File: src/rtl/sdis_pkg.sv
package sdis_pkg;
  localparam int STAT_W   = 9;
  localparam int LVL_W    = 4;
  localparam int STICKY_W = 8;
  // status bit positions
  localparam int B_CMD  = 0;
  localparam int B_XFER = 1;
  localparam int B_GAP  = 2;
  localparam int B_DMA  = 3;
  localparam int B_WRDY = 4;
  localparam int B_RRDY = 5;
  localparam int B_INS  = 6;
  localparam int B_REM  = 7;
  localparam int B_CARD = 8;
  // level input positions
  localparam int L_CARD = 0;
  localparam int L_RD   = 1;
  localparam int L_WR   = 2;
  localparam int L_DAT  = 3;
endpackage

File: src/rtl/sdis_edge.sv
module sdis_edge #(
  parameter int W = 4
) (
  input  logic         clk_i,
  input  logic         rst_ni,
  input  logic [W-1:0] lvl_i,
  output logic [W-1:0] rise_o,
  output logic [W-1:0] fall_o
);
  logic [W-1:0] prev_q;
  logic         armed_q;

  // history is invalid until the first edge after reset
  always_ff @(posedge clk_i or negedge rst_ni) begin
    if (!rst_ni) begin
      prev_q  <= '0;
      armed_q <= 1'b0;
    end else begin
      prev_q  <= lvl_i;
      armed_q <= 1'b1;
    end
  end

  assign rise_o = lvl_i & ~prev_q & {W{armed_q}};
  assign fall_o = ~lvl_i & prev_q & {W{armed_q}};
endmodule

File: src/rtl/sdis_sticky.sv
module sdis_sticky (
  input  logic clk_i,
  input  logic rst_ni,
  input  logic set_i,
  input  logic en_i,
  input  logic clr_i,
  output logic q_o
);
  logic q_q;
  logic set_ok;

  assign set_ok = set_i & en_i;

  always_ff @(posedge clk_i or negedge rst_ni) begin
    if (!rst_ni)     q_q <= 1'b0;
    else if (set_ok) q_q <= 1'b1;  // set beats clear
    else if (clr_i)  q_q <= 1'b0;
  end

  assign q_o = q_q;

  a_r7_w1c_clears: assert property (@(posedge clk_i) disable iff (!rst_ni)
    (clr_i && !set_ok) |=> !q_o);
  a_r8_set_wins: assert property (@(posedge clk_i) disable iff (!rst_ni)
    set_ok |=> q_o);
  a_r9_hold_when_idle: assert property (@(posedge clk_i) disable iff (!rst_ni)
    (!set_ok && !clr_i) |=> $stable(q_o));
endmodule

File: src/rtl/sd_int_status.sv
module sd_int_status
  import sdis_pkg::*;
(
  input  logic              clk_i,
  input  logic              rst_ni,
  input  logic              card_in_i,
  input  logic              buf_rd_en_i,
  input  logic              buf_wr_en_i,
  input  logic              dat_active_i,
  input  logic              card_irq_i,
  input  logic              cmd_done_i,
  input  logic              xfer_start_i,
  input  logic              xfer_done_i,
  input  logic              dma_bound_i,
  input  logic              gap_stop_i,
  input  logic              xfer_rd_i,
  input  logic              stop_gap_req_i,
  input  logic              wr_en_i,
  input  logic [STAT_W-1:0] wr_data_i,
  input  logic [STAT_W-1:0] stat_en_i,
  input  logic [STAT_W-1:0] sig_en_i,
  output logic [STAT_W-1:0] status_o,
  output logic              irq_o
);
  logic [LVL_W-1:0]    lvl, rise, fall;
  logic [STICKY_W-1:0] set_vec, clr_vec, sticky_q;
  logic                busy_q;
  logic                card_q;

  assign lvl[L_CARD] = card_in_i;
  assign lvl[L_RD]   = buf_rd_en_i;
  assign lvl[L_WR]   = buf_wr_en_i;
  assign lvl[L_DAT]  = dat_active_i;

  sdis_edge #(.W(LVL_W)) u_edge (
    .clk_i (clk_i),
    .rst_ni(rst_ni),
    .lvl_i (lvl),
    .rise_o(rise),
    .fall_o(fall)
  );

  // transfer running window for DMA qualification
  always_ff @(posedge clk_i or negedge rst_ni) begin
    if (!rst_ni) busy_q <= 1'b0;
    else         busy_q <= xfer_start_i | (busy_q & ~xfer_done_i);
  end

  always_comb begin
    set_vec         = '0;
    set_vec[B_CMD]  = cmd_done_i;
    set_vec[B_XFER] = xfer_done_i;
    set_vec[B_GAP]  = stop_gap_req_i & (xfer_rd_i ? fall[L_DAT] : gap_stop_i);
    set_vec[B_DMA]  = dma_bound_i & busy_q & ~xfer_done_i;
    set_vec[B_WRDY] = rise[L_WR];
    set_vec[B_RRDY] = rise[L_RD];
    set_vec[B_INS]  = rise[L_CARD];
    set_vec[B_REM]  = fall[L_CARD];
  end

  assign clr_vec = wr_data_i[STICKY_W-1:0] & {STICKY_W{wr_en_i}};

  for (genvar b = 0; b < STICKY_W; b++) begin : g_bit
    sdis_sticky u_bit (
      .clk_i (clk_i),
      .rst_ni(rst_ni),
      .set_i (set_vec[b]),
      .en_i  (stat_en_i[b]),
      .clr_i (clr_vec[b]),
      .q_o   (sticky_q[b])
    );
  end

  // card interrupt: sampled level, dropping the enable flushes it
  always_ff @(posedge clk_i or negedge rst_ni) begin
    if (!rst_ni) card_q <= 1'b0;
    else         card_q <= card_irq_i & stat_en_i[B_CARD];
  end

  assign status_o = {card_q, sticky_q};
  assign irq_o    = |(status_o & sig_en_i);

  a_r10_card_follows: assert property (@(posedge clk_i) disable iff (!rst_ni)
    1'b1 |=> status_o[B_CARD] == $past(card_irq_i & stat_en_i[B_CARD]));
  a_r4_dma_idle_quiet: assert property (@(posedge clk_i) disable iff (!rst_ni)
    (!busy_q && !status_o[B_DMA]) |=> !status_o[B_DMA]);
  a_r5_gap_needs_req: assert property (@(posedge clk_i) disable iff (!rst_ni)
    (!stop_gap_req_i && !status_o[B_GAP]) |=> !status_o[B_GAP]);
  a_r2_ins_rem_excl: assert property (@(posedge clk_i) disable iff (!rst_ni)
    (!status_o[B_INS] && !status_o[B_REM]) |=> !(status_o[B_INS] && status_o[B_REM]));
endmodule

File: config.mk
export PLATFORM = sky130hd
export DESIGN_NAME = sd_int_status
export DESIGN_NICKNAME = d
export VERILOG_FILES = /design/src/rtl/sdis_pkg.sv /design/src/rtl/sdis_edge.sv /design/src/rtl/sdis_sticky.sv /design/src/rtl/sd_int_status.sv
export SDC_FILE = /design/constraint.sdc
export NUM_CORES = 1
export LEC_CHECK = 0
export ABC_AREA = 1
export CAP_MARGIN = 20
export CORE_AREA = 5 5 42 44
export DETAILED_ROUTE_END_ITERATION = 8
export DIE_AREA = 0 0 47 49
export DONT_BUFFER_PORTS = 1
export HOLD_SLACK_MARGIN = 0.1
export PLACE_DENSITY = 0.71
export SYNTH_ARGS = -nofsm -noshare
export SYNTH_HDL_FRONTEND = slang
export SYNTH_HIERARCHICAL = 1
export SYNTH_SLANG_ARGS = --single-unit
File: constraint.sdc
create_clock -name clk_i -period 2.1 [get_ports clk_i]
set_input_delay 0.21 -clock clk_i [delete_from_list [all_inputs] [get_ports clk_i]]
set_output_delay 0.21 -clock clk_i [all_outputs]
set_load 0.01 [all_outputs]
# [After elaboration in Yosys (flattened, before gate mapping)]
# Index checks and enable logic that the tools add are counted.
[classes] n_mux=17 bitwise_logic=23 reduce_logical=9
[ops] operator="$mux 1" count=17
[ops] operator="$reduce_bool 2->1" count=8
[ops] operator="$and 1x1->1" count=13
[ops] operator="$and 9x9->9" count=1
[ops] operator="$reduce_or 9->1" count=1
[ops] operator="$and 4x4->4" count=2
[ops] operator="$and 8x8->8" count=1
[ops] operator="$and 3x3->3" count=2
[ops] operator="$not 4->4" count=1
[ops] operator="$not 3->3" count=1
[ops] operator="$not 1->1" count=1
[ops] operator="$or 1x1->1" count=1
[totals] register_bits=15 inputBits=42 output_inout_bits=10

# [Longest topological paths before layout]
# Gate-level depths: netlist (run 1).
[logic_depth] word_depth=7 depth_mapped=7 depth_no_buf=6

# [Cells and area by module]
# The synthesis (run 1) kept the hierarchy.
[by_module_without_submodules] mod="sdis_sticky" n_inst=8 cells_each=5 area_per_inst_um2=40.0
[by_module_without_submodules] mod="sd_int_status" n_inst=1 cells_each=47 area_per_inst_um2=231.5
[by_module_without_submodules] mod="sdis_edge" n_inst=1 cells_each=23 area_per_inst_um2=193.9

# [Worst setup path after synthesis (run 1)]
# No wires, ideal clock.
[synth_path] path_type="reg2out" start="register g_bit[7].u_bit.q_q" end="output port irq_o" arrival_ns=0.720 path_slack_ns=1.170 stages_incl_launch_ff=5 path_buffers=0 cell_sequence="dfrtp_1 nand2_1 nand2_1 nor2_1 nand3_1"
[synth_between] elab_chain_len=2
[synth_lines] item="from (decl)" line="sdis_sticky.sv:9" text="logic q_q;"
[synth_lines] item="from (signal assigned)" line="sdis_sticky.sv:15" text="if (!rst_ni) q_q <= 1'b0;"
[synth_lines] item="from (signal assigned)" line="sdis_sticky.sv:16" text="else if (set_ok) q_q <= 1'b1;"
[synth_lines] item="from (signal assigned)" line="sdis_sticky.sv:17" text="else if (clr_i) q_q <= 1'b0;"
[synth_lines] item="$and 9x9->9" line="sd_int_status.sv:81" text="assign irq_o = |(status_o & sig_en_i);"
[synth_lines] item="$reduce_or 9->1" line="sd_int_status.sv:81"
[synth_lines] item="to (decl)" line="sd_int_status.sv:23" text="output logic irq_o"
# No other way between the ends.

# [Final worst setup path (run 1)]
# Ends and elaborated chain as after synthesis.

==> impl_metrics.csv, run 1 <==
group,metric,value,unit
status,status,"finished, final reports clean",
die,initial_core_util,0.516,
sta,finalCritPeriodShare,0.629,
power,p_comb_frac,0.146,
sta,setup_viol,0,
setup_path,critical_path_buf_inv_count,0,
power,pwr-share-clk,0.273,
routing,viasPerCell,4.52,
power,p_per_area,630,nW/um2
setup_path,path_cells,"nand2_1 -> nand2_1 -> nor2_1 -> nand3_1",
setup_path,crit_family,"flip-flops",
setup_path,worstSetupEndpointType,"primary output",
finish,final_common_cell,"nand2_1",
setup_path,worst-path-stages,4,
routing,dr_total_vias,628,
clock_network,cts_tree,"yes",
clock_network,cts_buffer_depth,2,
power,p_sw,0.160,mW
clock_network,cts_htree_levels,1,
setup_path,rr_worst_depth,3,
routing,dr.pass1.iters,4,
finish,fin_nets,166,
finish,fillerInstances,130,
run,max_cap_violations,0,
clock_network,cts_num_sinks,15,
synth,synthesis.area,723,um2
clock_network,cts_buffers,3,
die,dieArea,2300,um2
setup_path,path_max_fanout,3,
power,internal_power,0.429,mW
power,seqPwrFrac,0.581,
setup_path,crit_type,"flip-flop to primary output",
sta,rsz0062_at_grt,"false",
sta,min_period,1320,ps
setup_path,cpMostUsedCell,"nand2_1",
clock_network,ctsResizeCount,0,
sta,fin_skew,13.3,ps
min_path,hold_depth,3,
power,vdd_drop_max,516,uV
routing,avgRoutedWirePerCell,12.1,um
setup_path,cpPeakStageDelay,440,ps
setup_path,crit_arrival,1110,ps
synth,avgSynthCellArea,6.95,um2
die,rows,14,
routing,antenna_left,0,
global_routing,grt_max_degree,16,
clock_network,cts.clk_slew.worst_paths,100,ps
global_routing,track_usage,0.153,
routing,drt_iter0_drc,4,
finish,fin_util,0.666,
setup_path,cp_data_required_time,1890,ps
finish,final_cell_count_no_fill,139,
synth,syn_nets,146,
place,post-dp-hpwl,1.25,mm
clock_network,cts_setup_buffers,0,
global_routing,grt_pass1_wl,2.56,mm
setup_path,startpoint_type,"flip-flop",
sta,worst_pin_slew,651,ps
global_routing,grt_pass1_vias,648,
global_routing,overflow,0,
sta,drv_slew,0,
sta,setup_tns,0,ps
global_routing,antenna_found_initial,0,
finish,drive_gt1_frac,0.0325,
clock_network,holdBufCountCts,18,
finish,area_delta_synth_final,29.1,%
routing,drc,0,
place,portBuffers,0,
die,io_pins,52,
finish,layout_common_cells,"nand2_1 (52), inv_1 (21), dlygate4sd3_1 (18)",
die,die_y,49,um
die,core_area,1400,um2
sta,slew_headroom,0.565,
place,routabilityCongestion,0.651,
synth,synthCells,104,
setup_path,crit_path_top_delay_cell,"dfrtp_1",
power,leakage,0.547,nW
sta,fmax,757,MHz
sta,finalHoldViolCount,0,
clock_network,clk_latency,280,ps
synth,ys_warn_count,6,
finish,n_antenna_cell,0,
die,die_w,47,um
place,dp_cells,117,
power,switching_share,0.271,
routing,totalWireLength,1.68,mm
min_path,hp-class,"input port to flip-flop",
clock_network,cts-root-buf,"clkbuf_4",
[metrics by stage]
| step | total power [mW] | setup slack (ps) | instance area (um2) | hold slack [ps] |
|---|---|---|---|---|
| 2_1_floorplan | 0.392 | 1170 | 723 | -85.6 |
| 3_3_place_gp | 0.399 | 1080 | 726 | -85.2 |
| 3_5_place_dp | 0.402 | 1080 | 726 | -85.3 |
| 4_1_cts | 0.596 | 758 | 933 | 101 |
| 5_1_grt | 0.633 | 691 | 933 | 109 |
| 6_report | 0.588 | 779 | 933 | 104 |
[power by group through the flow]
stage / Sequential, mW / Combinational [mW] / Clock, mW
4_1_cts: 0.342 / 0.0870 / 0.167
5_1_grt: 0.345 / 0.0990 / 0.189
2_1_floorplan: 0.341 / 0.0510 / 0
3_3_place_gp: 0.347 / 0.0516 / 0
3_5_place_dp: 0.348 / 0.0539 / 0
6_report: 0.342 / 0.0859 / 0.161
[layer usage]
layer,global-route usage,routed length (um),part of all wire,vias up
met2,0.287,964,0.57,22
met3,0.0221,118,0.070,2
met5,0,0,0,-
li1,-,-,-,331
met1,0.160,580,0.35,273
met4,0.0553,15,0.0089,0
[state kept, by name (all words and copies together) (netlist names)]
name	flops
u_edge/armed_q	1
u_edge/prev_q	4
card_q	1
busy_q	1
g_bit.u_bit/q_o	8
[worst reg2reg max path, stage by stage (launching register included)]
cell and delay (ps):
dfrtp_1 380, inv_1 50, o21bai_1 50, dlygate4sd3_1 550
[final cells by class]
cell class              count  area, um2  share of cell area
clock buffers               3       22.5              0.0241
clock inverters             1       5.00             0.00536
well taps                  16       20.0              0.0214
flip-flops and latches     15        375               0.402
repair buffers             18        180               0.193
multi-input cells          65        251               0.269
inverters                  21       78.8              0.0845
[final timing paths]
path                       slack, ps          startpoint                  to
setup / recovery                 780  g_bit[7].u_bit/q_o               irq_o
hold / removal                   100           xfer_rd_i  g_bit[2].u_bit/q_o
setup reg to reg                 960              busy_q              busy_q
min in group asynchronous        390              rst_ni  g_bit[7].u_bit/q_o
max in group asynchronous       1280              rst_ni  g_bit[1].u_bit/q_o
hold reg to reg                  510    u_edge/prev_q[2]  g_bit[4].u_bit/q_o
Power figures use the tool's default switching activity.
==> run 2, diff against run 1 <==
--- a/config.mk
+++ b/config.mk
@@ -5,14 +5,14 @@
 export SDC_FILE = /design/constraint.sdc
 export NUM_CORES = 1
 export LEC_CHECK = 0
-export ABC_AREA = 1
+export ABC_AREA = 0
 export CAP_MARGIN = 20
-export CORE_AREA = 5 5 42 44
+export CORE_MARGIN = 5
+export CORE_UTILIZATION = 52
 export DETAILED_ROUTE_END_ITERATION = 8
-export DIE_AREA = 0 0 47 49
 export DONT_BUFFER_PORTS = 1
 export HOLD_SLACK_MARGIN = 0.1
-export PLACE_DENSITY = 0.71
+export PLACE_DENSITY = 0.7
 export SYNTH_ARGS = -nofsm -noshare
 export SYNTH_HDL_FRONTEND = slang
 export SYNTH_HIERARCHICAL = 1
==> constraint.sdc (replaced) <==
create_clock -name clk_i -period 1.2 [get_ports clk_i]
set_input_delay 0.12 -clock clk_i [delete_from_list [all_inputs] [get_ports clk_i]]
set_output_delay 0.12 -clock clk_i [all_outputs]
set_load 0.01 [all_outputs]
==> impl_metrics.csv, run 2 <==
group,metric,value,unit
status,status,"finished with violations",
status,violations,"negative setup slack",
sta,slew_headroom,0.536,
routing,drt_iter0_drc,9,
die,rows,13,
min_path,hold_depth,3,
sta,setup_viol,1,
die,dieArea,2170,um2
finish,final_cell_count_no_fill,116,
setup_path,rr_worst_depth,5,
setup_path,crit_type,"flip-flop to primary output",
setup_path,crit_arrival,1270,ps
finish,fin_util,0.826,
die,die_y,46.6,um
place,portBuffers,0,
finish,n_antenna_cell,0,
sta,min_period,1390,ps
power,p_sw,0.299,mW
synth,synthesis.area,697,um2
finish,layout_common_cells,"dlygate4sd3_1 (29), dfrtp_1 (15), and2_1 (9), inv_1 (9)",
finish,area_delta_synth_final,52.2,%
power,pwr-share-clk,0.257,
sta,setup_slack,-194,ps
setup_path,crit_family,"compound AO/OA/AOI/OAI gates",
routing,totalWireLength,1.85,mm
synth,avgSynthCellArea,10.7,um2
power,internal_power,0.813,mW
place,post-dp-hpwl,1.12,mm
power,seqPwrFrac,0.528,
die,initial_core_util,0.542,
global_routing,track_usage,0.189,
global_routing,antenna_found_initial,0,
routing,dr_total_vias,589,
clock_network,cts_tree,"yes",
finish,drive_gt1_frac,0.178,
min_path,hp-class,"input port to flip-flop",
clock_network,clk_latency,280,ps
global_routing,grt_max_degree,16,
synth,synthCells,65,
setup_path,cp_data_required_time,1080,ps
synth,ys_warn_count,6,
power,vdd_drop_max,810,uV
sta,fin_skew,3.98,ps
place,pre_cts_slack,128,ps
setup_path,crit_path_top_delay_cell,"a222oi_1",
setup_path,path_cells,"a222oi_1 -> nand3_2",
die,io_pins,52,
place,routabilityCongestion,0.644,
clock_network,cts_buffer_depth,2,
setup_path,cpPeakStageDelay,420,ps
sta,finalCritPeriodShare,1.16,
routing,avgRoutedWirePerCell,15.9,um
sta,finalHoldViolCount,0,
setup_path,ff2ff_setup_slack,160,ps
sta,drv_slew,0,
min_path,holdPathEnd,"g_bit[6].u_bit/q_o",
setup_path,timing.rr.start,"u_edge/armed_q",
power,leakage,0.503,nW
setup_path,worstSetupEndpointType,"primary output",
routing,dr.pass1.iters,4,
clock_network,cts.clk_slew.worst_paths,90,ps
finish,final_common_cell,"dlygate4sd3_1",
setup_path,startpoint_type,"flip-flop",
global_routing,grt_pass1_vias,683,
global_routing,overflow,0,
die,die_w,46.6,um
sta,fmax,717,MHz
finish,fin_nets,144,
min_path,worstHoldStart,"card_in_i",
clock_network,cts_htree_levels,1,
clock_network,cts_setup_buffers,0,
power,switching_share,0.269,
place,dp_cells,83,
clock_network,cts-root-buf,"clkbuf_4",
synth,syn_nets,107,
power,p_comb_frac,0.215,
die,core_area,1280,um2
routing,drc,0,
run,max_cap_violations,0,
global_routing,grt_pass1_wl,2.79,mm
sta,fin_hold_ws,121,ps
finish,largest_reg_flops,8,
clock_network,cts_buffers,3,
power,total_power,1.11,mW
routing,antenna_left,0,
sta,worst_pin_slew,694,ps
routing,viasPerCell,5.08,
clock_network,cts_num_sinks,15,
setup_path,critical_path_buf_inv_count,0,
setup_path,path_max_fanout,2,
power,p_per_area,1050,nW/um2
sta,rsz0062_at_grt,"true",
setup_path,worstReg2RegEnd,"g_bit[2].u_bit/q_o",
==> run 2: repair_timing <==
action / CTS / global route
gates resized for setup: 0 / 1
endpoints found under the hold margin: 29 / 0
setup endpoints to repair: 1 / 1
hold buffers: 29 / 0
pin swaps: 3 / 0
==> run 2: power by group through the flow <==
stage               logic (mW)  registers (mW)  clock network, mW
floorplan               0.0994           0.600                  0
global placement         0.142           0.595                  0
detailed placement       0.145           0.597                  0
CTS                      0.232           0.587              0.298
global route             0.263           0.594              0.324
finish                   0.239           0.587              0.286
==> run 2: worst register-to-register path: cells and delay by family, from the launching register on <==
kind / cells / cell delay [ps]
AOI/OAI and AO/OA: 1 / 60
DFF: 1 / 410
muxes: 1 / 130
and+or+nand+nor: 3 / 340
==> run 2: through the flow <==
| step | setup TNS (ps) | cell area [um2] |
|---|---|---|
| after global placement | 0 | 738 |
| after global routing | -237 | 1060 |
| final | -194 | 1060 |
| after floorplan | 0 | 697 |
| after detailed placement | 0 | 738 |
| after CTS | -177 | 1060 |
==> run 2: area by class of cell <==
cell class	instances	area (um2)
well taps	15	18.8
multi-input cells	40	285
inverters	9	33.8
clock buffers	3	22.5
fillers	79	224
flip-flops and latches	15	375
repair buffers	33	320
clock inverters	1	5.00
==> run 2: layer usage <==
metal	global-route usage	vias to the layer above	routed length (um)
met1	0.187	269	622
li1	-	287	-
met3	0.0430	2	145
met2	0.382	31	1070
met5	0	-	0
met4	0.0497	0	13
==> run 2: how the worst max path moves through the flow <==
stage / end / from / depth (start not counted) / slack, ps
floorplan: irq_o / g_bit[4].u_bit/q_o / 3 / 130
global placement: irq_o / g_bit[4].u_bit/q_o / 3 / 130
detailed placement: irq_o / g_bit[4].u_bit/q_o / 3 / 130
CTS: irq_o / g_bit[4].u_bit/q_o / 3 / -180
global route: irq_o / g_bit[6].u_bit/q_o / 2 / -240
finish: irq_o / g_bit[0].u_bit/q_o / 2 / -190
==> run 3, diff against run 2 <==
--- a/config.mk
+++ b/config.mk
@@ -7,13 +7,14 @@
 export LEC_CHECK = 0
 export ABC_AREA = 0
 export CAP_MARGIN = 20
+export CELL_PAD_IN_SITES_DETAIL_PLACEMENT = 1
+export CELL_PAD_IN_SITES_GLOBAL_PLACEMENT = 1
 export CORE_MARGIN = 5
-export CORE_UTILIZATION = 52
+export CORE_UTILIZATION = 36
 export DETAILED_ROUTE_END_ITERATION = 8
 export DONT_BUFFER_PORTS = 1
-export HOLD_SLACK_MARGIN = 0.1
-export PLACE_DENSITY = 0.7
+export HOLD_SLACK_MARGIN = 0.05
+export PLACE_DENSITY_LB_ADDON = 0.1
 export SYNTH_ARGS = -nofsm -noshare
 export SYNTH_HDL_FRONTEND = slang
-export SYNTH_HIERARCHICAL = 1
 export SYNTH_SLANG_ARGS = --single-unit
==> impl_metrics.csv, run 3 <==
group,metric,value,unit
synth,synth_top_area_share,0.561,
place,pre_cts_slack,97.8,ps
setup_path,startpoint_type,"flip-flop",
synth,synthCells,61,
clock_network,cts_buffer_depth,2,
routing,drt_iter0_drc,3,
sta,worst_pin_slew,681,ps
finish,layout_common_cells,"dlygate4sd3_1 (28), nand2_1 (15), dfrtp_1 (15)",
global_routing,grt_max_degree,16,
finish,drive_gt1_frac,0.135,
synth,synth_edf_count,0,
synth,synth.top_cells.by_count,"dfrtp_1 (15), nand2_1 (15), buf_4 (9), nand4b_1 (5), a22o_1 (3)",
synth,ys_ff_latch,15,
power,p_per_area,1110,nW/um2
sta,setup_tns,-160,ps
min_path,hold_depth,2,
sta,drv_slew,0,
clock_network,cts.clk_slew.worst_paths,90,ps
synth,ys_async_sr_fraction,1.00,
place,portBuffers,0,
setup_path,worstSetupEndpointType,"primary output",
setup_path,crit_path_top_delay_cell,"dfrtp_1",
global_routing,grt_pass1_vias,672,
die,initial_core_util,0.384,
power,leakage,0.460,nW
sta,finalCritPeriodShare,1.13,
routing,antenna_left,0,
clock_network,cts_tree,"yes",
finish,largest_reg_flops,8,
power,vdd_drop_max,585,uV
synth,avgSynthCellArea,11.0,um2
global_routing,overflow,0,
routing,totalWireLength,2.10,mm
setup_path,rr_worst_depth,4,
synth,ys_warn_count,0,
synth,ys_seq_area_frac,0.561,
global_routing,antenna_found_initial,0,
clock_network,cts_buffers,3,
setup_path,path_cells,"a222oi_1 -> nand3_2",
die,io_pins,52,
finish,n_antenna_cell,0,
setup_path,path_max_fanout,2,
synth,synth_cell_types,18,
sta,fmax,735,MHz
status,violations,"negative setup slack",
run,max_cap_violations,0,
synth,synth_top_area_cell,"dfrtp_1",
synth,synthTopCellsByArea,"dfrtp_1 (56%), buf_4 (10%), nand2_1 (8.4%)",
die,die_w,53.1,um
place,dp_cells,81,
setup_path,cp_data_required_time,1080,ps
sta,finalHoldViolCount,0,
place,placed_area,666,um2
min_path,hp-class,"input port to flip-flop",
finish,final_common_cell,"dlygate4sd3_1",
clock_network,cts_htree_levels,1,
place,post-dp-hpwl,1.35,mm
die,rows,15,
sta,rsz0062_at_grt,"true",
synth,synth_ff_type,"dfrtp_1",
routing,dr_total_vias,566,
sta,fin_skew,6.38,ps
sta,setup_viol,1,
sta,setup_slack,-160,ps
synth,synthesis.area,669,um2
sta,slew_headroom,0.545,
clock_network,clk_latency,280,ps
place,routabilityCongestion,0.705,
die,die_y,53.1,um
die,dieArea,2820,um2
finish,fin_area,986,um2
finish,fin_nets,132,
routing,avgRoutedWirePerCell,18.4,um
global_routing,track_usage,0.160,
setup_path,cpPeakStageDelay,410,ps
global_routing,grt_pass1_wl,3.11,mm
routing,dr.pass1.iters,4,
routing,drc,0,
synth,syn_nets,103,
setup_path,crit_arrival,1240,ps
finish,area_delta_synth_final,47.3,%
status,status,"finished with violations",
finish,final_cell_count_no_fill,114,
setup_path,crit_type,"flip-flop to primary output",
clock_network,cts_num_sinks,15,
routing,viasPerCell,4.96,
sta,min_period,1360,ps
die,core_area,1750,um2
clock_network,cts-root-buf,"clkbuf_4",
## run 3: cell families after synthesis
family | Yosys count | synth area share
AOI/OAI and AO/OA | 11 | 0.148
and+or+nand+nor | 22 | 0.166
DFF | 15 | 0.561
other | 1 | 0.00560
buffers and inverters | 12 | 0.120
## run 3: metal layers
| metal | up-vias | GRT usage | wire, um |
|---|---|---|---|
| met1 | 276 | 0.153 | 694 |
| met5 | - | 0 | 0 |
| met3 | 2 | 0.0592 | 195 |
| met4 | 0 | 0.0383 | 10 |
| li1 | 262 | - | - |
| met2 | 26 | 0.314 | 1200 |
## run 3: worst paths after layout
kind                                    start            endpoint  slack (ps)
setup / recovery           g_bit[0].u_bit.q_o               irq_o        -160
hold / removal                        wr_en_i  g_bit[3].u_bit.q_o         180
setup reg to reg           g_bit[3].u_bit.q_o  g_bit[3].u_bit.q_o          80
hold reg to reg                        busy_q              busy_q         510
max in group asynchronous              rst_ni  g_bit[3].u_bit.q_o         450
min in group asynchronous              rst_ni    u_edge.prev_q[2]         310
## run 3: cell type report
class                      instances  area, um2
tap                               25       31.3
fill                             192        759
clock buffer                       3       22.5
clock inverter                     1       5.00
sequential                        15        375
multi-input combinational         34        219
timing repair buffer              34        325
inverter                           2       7.51
## run 3: per-stage QoR
| step | util | power [mW] | hold WS, ps |
|---|---|---|---|
| after floorplan | - | 0.710 | -176 |
| after global placement | 0.381 | 0.710 | -175 |
| after detailed placement | 0.381 | 0.715 | -175 |
| after CTS | 0.561 | 1.09 | 140 |
| after global routing | 0.565 | 1.16 | 169 |
| final | 0.565 | 1.09 | 179 |
## run 3: repair_timing
| item | CTS | global route |
|---|---|---|
| buffers inserted | 0 | 1 |
| endpoints found under the setup margin | 1 | 1 |
| pin swaps | 2 | 2 |
| hold buffers | 28 | 0 |
| gates resized for setup | 1 | 0 |
| hold endpoints to repair | 29 | 0 |
## run 3: where the power goes
group,internal (mW),total [mW],switching [mW]
sequential,0.547,0.585,0.0376
clock,0.123,0.285,0.161
combinational,0.132,0.223,0.0905
total,0.803,1.09,0.290
## run 3: critical path, delay by kind of cell (launching register included)
kind               cells  cell delay [ps]
DFF                    1              410
and+or+nand+nor        1              160
AOI/OAI and AO/OA      1              400
